File: src/rtl/lce_pkg.sv
`timescale 1ns/1ps
// lce_pkg: shared definitions for the line-cycle energy accumulator.
// Assumes nothing beyond IEEE 1800-2017 packages.
package lce_pkg;
    // Window controller state: waiting for the first crossing, or counting.
    typedef enum logic {
        WIN_IDLE = 1'b0,
        WIN_RUN  = 1'b1
    } win_state_e;
endpackage

File: src/rtl/lce_sample_tick.sv
`timescale 1ns/1ps
// lce_sample_tick: emits a one-cycle tick every DIV clocks, counting from
// reset release. The first tick comes on the DIV-th edge after release.
// Assumes DIV >= 2.
module lce_sample_tick #(
    parameter int DIV = 4
) (
    input  logic clk,
    input  logic rst_n,
    output logic tick
);
    localparam int CW = (DIV > 2) ? $clog2(DIV) : 1;

    logic [CW-1:0] cnt_q;

    assign tick = (cnt_q == CW'(DIV - 1));

    // Free-running modulo-DIV phase counter.
    always_ff @(posedge clk) begin
        if (!rst_n)    cnt_q <= '0;
        else if (tick) cnt_q <= '0;
        else           cnt_q <= cnt_q + 1'b1;
    end
endmodule

File: src/rtl/lce_window_ctl.sv
`timescale 1ns/1ps
// lce_window_ctl: counts zero-crossing pulses into half-cycle windows.
// The first pulse after reset opens a window. The pulse that makes the count
// reach the target closes the window and opens the next one at once.
// Assumes zc is a single-clock pulse. A target of 0 acts as 1.
module lce_window_ctl
    import lce_pkg::*;
#(
    parameter int CNT_W = 16
) (
    input  logic             clk,
    input  logic             rst_n,
    input  logic             zc,
    input  logic [CNT_W-1:0] target,
    output logic             win_open,
    output logic             win_close,
    output logic             running
);
    win_state_e       st_q;
    logic [CNT_W-1:0] hc_q;
    logic [CNT_W-1:0] tgt_eff;
    logic             reached;

    // Guard against a zero-length window.
    always_comb tgt_eff = (target == '0) ? CNT_W'(1) : target;

    // Compare with one extra bit so the increment cannot wrap.
    always_comb reached = ({1'b0, hc_q} + 1'b1) >= {1'b0, tgt_eff};

    assign running   = (st_q == WIN_RUN);
    assign win_open  = zc && (st_q == WIN_IDLE);
    assign win_close = zc && running && reached;

    // State and half-cycle counter update.
    always_ff @(posedge clk) begin
        if (!rst_n) begin
            st_q <= WIN_IDLE;
            hc_q <= '0;
        end else if (win_open || win_close) begin
            st_q <= WIN_RUN;
            hc_q <= '0;
        end else if (zc && running) begin
            hc_q <= hc_q + 1'b1;
        end
    end
endmodule

File: src/rtl/lce_seq_div.sv
`timescale 1ns/1ps
// lce_seq_div: signed-by-unsigned restoring divider, one quotient bit per
// clock. A start pulse captures the dividend (two's complement) and the
// divisor (0 acts as 1). NUM_W edges later, done pulses for one cycle, and
// quotient holds the low OUT_W bits of the quotient truncated toward zero.
// Assumes no new start arrives while busy, and OUT_W <= NUM_W.
module lce_seq_div #(
    parameter int NUM_W = 48,
    parameter int DEN_W = 8,
    parameter int OUT_W = 24
) (
    input  logic             clk,
    input  logic             rst_n,
    input  logic             start,
    input  logic [NUM_W-1:0] dividend,
    input  logic [DEN_W-1:0] divisor,
    output logic             busy,
    output logic             done,
    output logic [OUT_W-1:0] quotient
);
    localparam int CW = $clog2(NUM_W + 1);

    logic [NUM_W-1:0] quo_q;
    logic [DEN_W-1:0] rem_q;
    logic [DEN_W-1:0] den_q;
    logic             neg_q;
    logic [CW-1:0]    cnt_q;
    logic             busy_q;
    logic             done_q;
    logic [OUT_W-1:0] res_q;

    logic [DEN_W:0]   rem_sh;
    logic             ge;
    logic [DEN_W-1:0] rem_nx;
    logic [NUM_W-1:0] quo_nx;
    logic [OUT_W-1:0] res_nx;

    // One restoring step: shift in the next dividend bit, try to subtract.
    always_comb begin
        rem_sh = {rem_q, quo_q[NUM_W-1]};
        ge     = rem_sh >= {1'b0, den_q};
        rem_nx = ge ? (rem_sh[DEN_W-1:0] - den_q) : rem_sh[DEN_W-1:0];
        quo_nx = {quo_q[NUM_W-2:0], ge};
        res_nx = neg_q ? (~quo_nx[OUT_W-1:0] + 1'b1) : quo_nx[OUT_W-1:0];
    end

    // Operand capture, iteration and result register.
    always_ff @(posedge clk) begin
        if (!rst_n) begin
            quo_q  <= '0;
            rem_q  <= '0;
            den_q  <= DEN_W'(1);
            neg_q  <= 1'b0;
            cnt_q  <= '0;
            busy_q <= 1'b0;
            done_q <= 1'b0;
            res_q  <= '0;
        end else begin
            done_q <= 1'b0;
            if (start) begin
                neg_q  <= dividend[NUM_W-1];
                quo_q  <= dividend[NUM_W-1] ? (~dividend + 1'b1) : dividend;
                rem_q  <= '0;
                den_q  <= (divisor == '0) ? DEN_W'(1) : divisor;
                cnt_q  <= CW'(NUM_W);
                busy_q <= 1'b1;
            end else if (busy_q) begin
                quo_q <= quo_nx;
                rem_q <= rem_nx;
                cnt_q <= cnt_q - 1'b1;
                if (cnt_q == CW'(1)) begin
                    busy_q <= 1'b0;
                    done_q <= 1'b1;
                    res_q  <= res_nx;
                end
            end
        end
    end

    assign busy     = busy_q;
    assign done     = done_q;
    assign quotient = res_q;
endmodule

File: src/rtl/linecyc_energy_acc.sv
`timescale 1ns/1ps
// linecyc_energy_acc: integrates power samples over a programmed number of
// half line cycles. At each window close it divides the sum and publishes it
// with a sticky flag and an active-low interrupt.
// Assumes closes are at least ACC_W+2 clocks apart (the divider is busy for
// ACC_W clocks), and that zc_pulse is one clock wide.
module linecyc_energy_acc #(
    parameter int PWR_W      = 24,
    parameter int ACC_W      = 48,
    parameter int OUT_W      = 24,
    parameter int CNT_W      = 16,
    parameter int DIV_W      = 8,
    parameter int SAMPLE_DIV = 4,
    parameter bit PWR_SIGNED = 1'b1
) (
    input  logic             clk,
    input  logic             rst_n,
    input  logic [PWR_W-1:0] pwr_word,
    input  logic             zc_pulse,
    input  logic [CNT_W-1:0] half_cycles,
    input  logic [DIV_W-1:0] energy_div,
    input  logic             cyc_mask,
    input  logic             cyc_clr,
    output logic [OUT_W-1:0] energy_out,
    output logic             cyc_flag,
    output logic             irq_n
);
    localparam int EXT_W = ACC_W - PWR_W;

    logic             tick;
    logic             win_open;
    logic             win_close;
    logic             running;
    logic             div_busy;
    logic             div_done;
    logic [OUT_W-1:0] div_q;
    logic [ACC_W-1:0] pwr_ext;
    logic [ACC_W-1:0] samp;
    logic [ACC_W-1:0] acc_q;
    logic [OUT_W-1:0] energy_q;
    logic             flag_q;

    lce_sample_tick #(.DIV(SAMPLE_DIV)) u_tick (
        .clk   (clk),
        .rst_n (rst_n),
        .tick  (tick)
    );

    lce_window_ctl #(.CNT_W(CNT_W)) u_win (
        .clk       (clk),
        .rst_n     (rst_n),
        .zc        (zc_pulse),
        .target    (half_cycles),
        .win_open  (win_open),
        .win_close (win_close),
        .running   (running)
    );

    lce_seq_div #(.NUM_W(ACC_W), .DEN_W(DIV_W), .OUT_W(OUT_W)) u_div (
        .clk      (clk),
        .rst_n    (rst_n),
        .start    (win_close),
        .dividend (acc_q),
        .divisor  (energy_div),
        .busy     (div_busy),
        .done     (div_done),
        .quotient (div_q)
    );

    // Widen the sample according to the chosen number format.
    generate
        if (PWR_SIGNED) begin : g_sext
            assign pwr_ext = {{EXT_W{pwr_word[PWR_W-1]}}, pwr_word};
        end else begin : g_zext
            assign pwr_ext = {{EXT_W{1'b0}}, pwr_word};
        end
    endgenerate

    // Only sample ticks contribute to the sum.
    always_comb samp = tick ? pwr_ext : '0;

    // Window sum: restart on open or close, accumulate while running.
    always_ff @(posedge clk) begin
        if (!rst_n)                     acc_q <= '0;
        else if (win_open || win_close) acc_q <= samp;
        else if (running)               acc_q <= acc_q + samp;
    end

    // Publish the divided result when the divider finishes.
    always_ff @(posedge clk) begin
        if (!rst_n)        energy_q <= '0;
        else if (div_done) energy_q <= div_q;
    end

    // Sticky end-of-window flag; a set beats a simultaneous clear.
    always_ff @(posedge clk) begin
        if (!rst_n)        flag_q <= 1'b0;
        else if (div_done) flag_q <= 1'b1;
        else if (cyc_clr)  flag_q <= 1'b0;
    end

    assign energy_out = energy_q;
    assign cyc_flag   = flag_q;
    assign irq_n      = ~(flag_q & cyc_mask);
endmodule

File: config.mk
export PLATFORM = sky130hd
export DESIGN_NAME = linecyc_energy_acc
export DESIGN_NICKNAME = d
export VERILOG_FILES = /design/src/rtl/lce_pkg.sv /design/src/rtl/lce_sample_tick.sv /design/src/rtl/lce_window_ctl.sv /design/src/rtl/lce_seq_div.sv /design/src/rtl/linecyc_energy_acc.sv
export SDC_FILE = /design/constraint.sdc
export NUM_CORES = 1
export LEC_CHECK = 0
export CAP_MARGIN = 5
export CORE_MARGIN = 2
export CORE_UTILIZATION = 45
export DETAILED_ROUTE_END_ITERATION = 7
export GPL_ROUTABILITY_DRIVEN = 1
export GPL_TIMING_DRIVEN = 0
export MAX_ROUTING_LAYER = met4
export PLACE_DENSITY_LB_ADDON = 0.25
export SLEW_MARGIN = 10
export SYNTH_ARGS = -nofsm -noshare
export SYNTH_HDL_FRONTEND = slang
export SYNTH_HIERARCHICAL = 1
export SYNTH_SLANG_ARGS = --single-unit
export TNS_END_PERCENT = 20
File: constraint.sdc
create_clock -name clk -period 5.5 [get_ports clk]
set_input_delay 0.55 -clock clk [delete_from_list [all_inputs] [get_ports clk]]
set_output_delay 0.55 -clock clk [all_outputs]
set_load 0.01 [all_outputs]
==> metrics.txt <==
Worst Hold Class=reg2reg; H-tree depth=4; CTS root buffer=clkbuf_16; total power draw=3.246 mW; sequential fraction of design power=0.442; worst path bufs/invs=3; Synth Cell Area=14,050 um^2; delay-heaviest family, CP=compound AO/OA/AOI/OAI gates; Skew-Pair Late Insertion Delay=460 ps; antenna violations before repair=0; Crit Path Class=reg2reg; drt drc=0; share of the synthesized area in the top cell type=0.2692; clock-pin slew on the worst setup and hold paths=90 ps; Final WS setup=370.7 ps; # port buffers=78; Sink Count=189; Area Growth Syn to Fin=13.59%; Die X=180.7 um; met2 usage=0.4713; DRT Pass-1 Iters=8; RSZ-0062 raised after global routing=no; switching power=1.013 mW; CP endpoint kind=flip-flop; top post-synthesis cells by area=dfxtp_1 27%, mux2i_1 6.8%, ha_1 4.7%; Worst setup SP type=flip-flop; Final min period=5129 ps; Remaining Overflow, GRT=0; Rows=64; outcome=complete, no violations; CTS Hold Bufs=0; Starting Density=0.4582; Layout Nets=1,963; CTS tree=built; max-slew violations=0; Global Route Usage Sum=0.2909; pwr dens=203.3 nW/um^2; number of synthesized flops with an enable pin=0; syn_nets=1,866; leakage=5.923 nW; Post-Syn Instances=1,758; Synth area leader=dfxtp_1; Setup Viol. Count Final=0; CP cell instances=ha_1 > clkbuf_2 > clkbuf_1 > and2_1 > ha_1 > inv_1 > fa_1 > nand2b_1 > a21oi_1 > o21ai_0 > and2_1 > o211ai_1 > a21oi_1 > o211a_1 > a211o_1; crit-path max cell delay=510 ps; Post-CTS Setup Bufs=0; drt total wl=47,440 um; Critical Path Start=u_tick/cnt_q[0]; synthesized flop and latch total=189; via count=14.38k; Hold Path Origin=u_tick/cnt_q[0]; crit path max fanout=10; headroom to the max-slew limit=0.3728; Placer Congestion=0.9657; met3 GRT Util=0.03790; pre-CTS setup slack=44.70 ps; Die ar.=32,660 um^2; Worst EP required=5830 ps; synth warn=6; ratio of final minimum period to clock period=0.9326; M1 GR Usage=0.3785; Mean Syn Cell Area=7.994 um^2; post_cts resized=0; vias in the first global route=13.74k; WL per Instance=20.95 um; average vias per placed instance=6.353; HPWL after DPL=35,450 um; share of the yosys chip area belonging to registers=0.2692; Detail Route Antenna Nets=0; Post-synth ARST share=0; worst vdd ir=0.0002240 V; Num CTS Buffers=17; sw frac=0.3120; cell internal pwr=2.233 mW; share of layout cells above drive strength 1=0.07334; count of cell types in the netlist=106; max_cap viols=0; final hold violation count=0; Clock power frac=0.401; core box area=30,670 um^2; fmax=0.1950 GHz; reg2reg start=u_tick/cnt_q[0]; Gate power share=0.157; worst-margin pin slew=931.0 ps; Main synth FF type=dfxtp_1; Top Usage Layer GRT=met2; Die Y=180.7 um; CP arrival=5460 ps; largest net degree at the start of global routing=19; first-pass GRT wire length=74,440 um; slowest CP cell=o211ai_1; 1st-iter DRT viols=1,581; final setup skew=21.26 ps; # diodes=0; I/O pin count=79; Clock Tree Buf Depth=2
-- state kept, by name, summed over array words and instances, names as in the netlist --
register        flops
acc_q              48
u_div/quo_q        48
energy_out         24
u_div/quotient     24
u_win/hc_q         16
u_div/den_q         8
u_div/rem_q         8
u_div/cnt_q         6
u_tick/cnt_q        2
cyc_flag            1
u_div/busy          1
u_div/done          1
u_div/neg_q         1
u_win/running       1
-- power groups by stage --
stage / logic, mW / clock network [mW] / registers [mW]
after CTS: 0.496 / 1.31 / 1.43
after global routing: 0.549 / 1.36 / 1.44
final: 0.511 / 1.30 / 1.43
after global placement: 0.491 / 0 / 1.46
after detailed placement: 0.494 / 0 / 1.46
after floorplan: 0.329 / 0 / 1.45
-- synthesized netlist by cell type (14+ instances only) --
master and count:
dfxtp_1 189, nor2_1 158, nand2_1 145, mux2i_1 95, a21oi_1 93, o21ai_0 81, clkbuf_1 80, nor3_1 58
ha_1 53, inv_1 52, a211oi_1 49, xor2_1 49, nand3_1 47, xnor2_1 46, a31oi_1 35, and2_1 33
nor4_1 32, o22ai_1 31, nand4_1 27, o211ai_1 23, or3_1 23, a21o_1 20, and3_1 18, o31ai_1 18
and4_1 14, nor2b_1 14, o211a_1 14
-- metal layers --
| layer | wire (um) | part of all wire |
|---|---|---|
| met5 | 0 | 0 |
| met3 | 3541 | 0.075 |
| met1 | 20730 | 0.44 |
| met2 | 22000 | 0.46 |
| met4 | 1170 | 0.025 |
-- worst register-to-register path: cells and delay by family (launching register included) --
kind                     cells  cell delay [ps]
flip-flops                   1              360
AO/OA/AOI/OAI                6             1990
adder cells (fa/ha/maj)      3              960
AND/OR/NAND/NOR              3              860
buffers and inverters        3              860
-- through the flow --
| step | cells | hold slack (ps) | setup TNS [ps] | util | area (um^2) |
|---|---|---|---|---|---|
| 3_5_place_dp | 2232 | 445.8 | 0 | 0.4998 | 15330 |
| 5_1_grt | 2264 | 484.7 | 0 | 0.5205 | 15960 |
| 2_1_floorplan | 1758 | 419.1 | 0 | - | 14050 |
| 3_3_place_gp | 2232 | 425.8 | -60.72 | 0.4998 | 15330 |
| 6_report | 2264 | 456.2 | 0 | 0.5205 | 15960 |
| 4_1_cts | 2264 | 455.0 | 0 | 0.5193 | 15930 |
-- path summary, 6_finish.rpt --
path,endpoint,slack [ps],depth (start not counted)
worst max-delay path,acc_q[40],370,15
worst min-delay path,u_tick/cnt_q[0],460,1
worst max register to register,acc_q[40],370,15
worst min register to register,u_tick/cnt_q[0],460,1
-- kinds of logic (layout without fill, tap and decap cells) --
logic type      Yosys count  count (layout)  synth area share
simple gates            649             649            0.2482
xor+xnor                 95              95           0.05921
fa+ha+maj                56              56           0.05075
mux                     100             100           0.07194
compound gates          493             493            0.2423
buf+inv                 176             286           0.05840
flops                   189             189            0.2692
-- area by class of cell --
type / instances / area (um^2)
buffer: 121 / 623.1
clock buffer: 19 / 442.9
clock inverter: 13 / 152.6
fill: 2993 / 14710
inverter: 55 / 206.4
multi-input combinational: 1393 / 9478
sequential: 189 / 3784
tap: 396 / 495.5
timing repair buffer: 78 / 780.7
-- cells in the final DEF (no fill, tap or decap), types with 17 or more instances in the layout --
master,synthesis,layout
dfxtp_1,189,189
nor2_1,158,155
nand2_1,145,145
mux2i_1,95,95
a21oi_1,93,92
o21ai_0,81,81
clkdlybuf4s50_1,0,78
clkbuf_1,80,76
nor3_1,58,58
ha_1,53,53
inv_1,52,52
a211oi_1,49,49
xor2_1,49,49
nand3_1,47,47
xnor2_1,46,46
a31oi_1,35,35
and2_1,33,33
nor4_1,32,32
o22ai_1,31,31
nand4_1,27,27
o211ai_1,23,23
or3_1,23,23
a21o_1,20,20
and3_1,18,18
o31ai_1,18,18
clkbuf_16,0,17
Power figures use the tool's default switching activity.
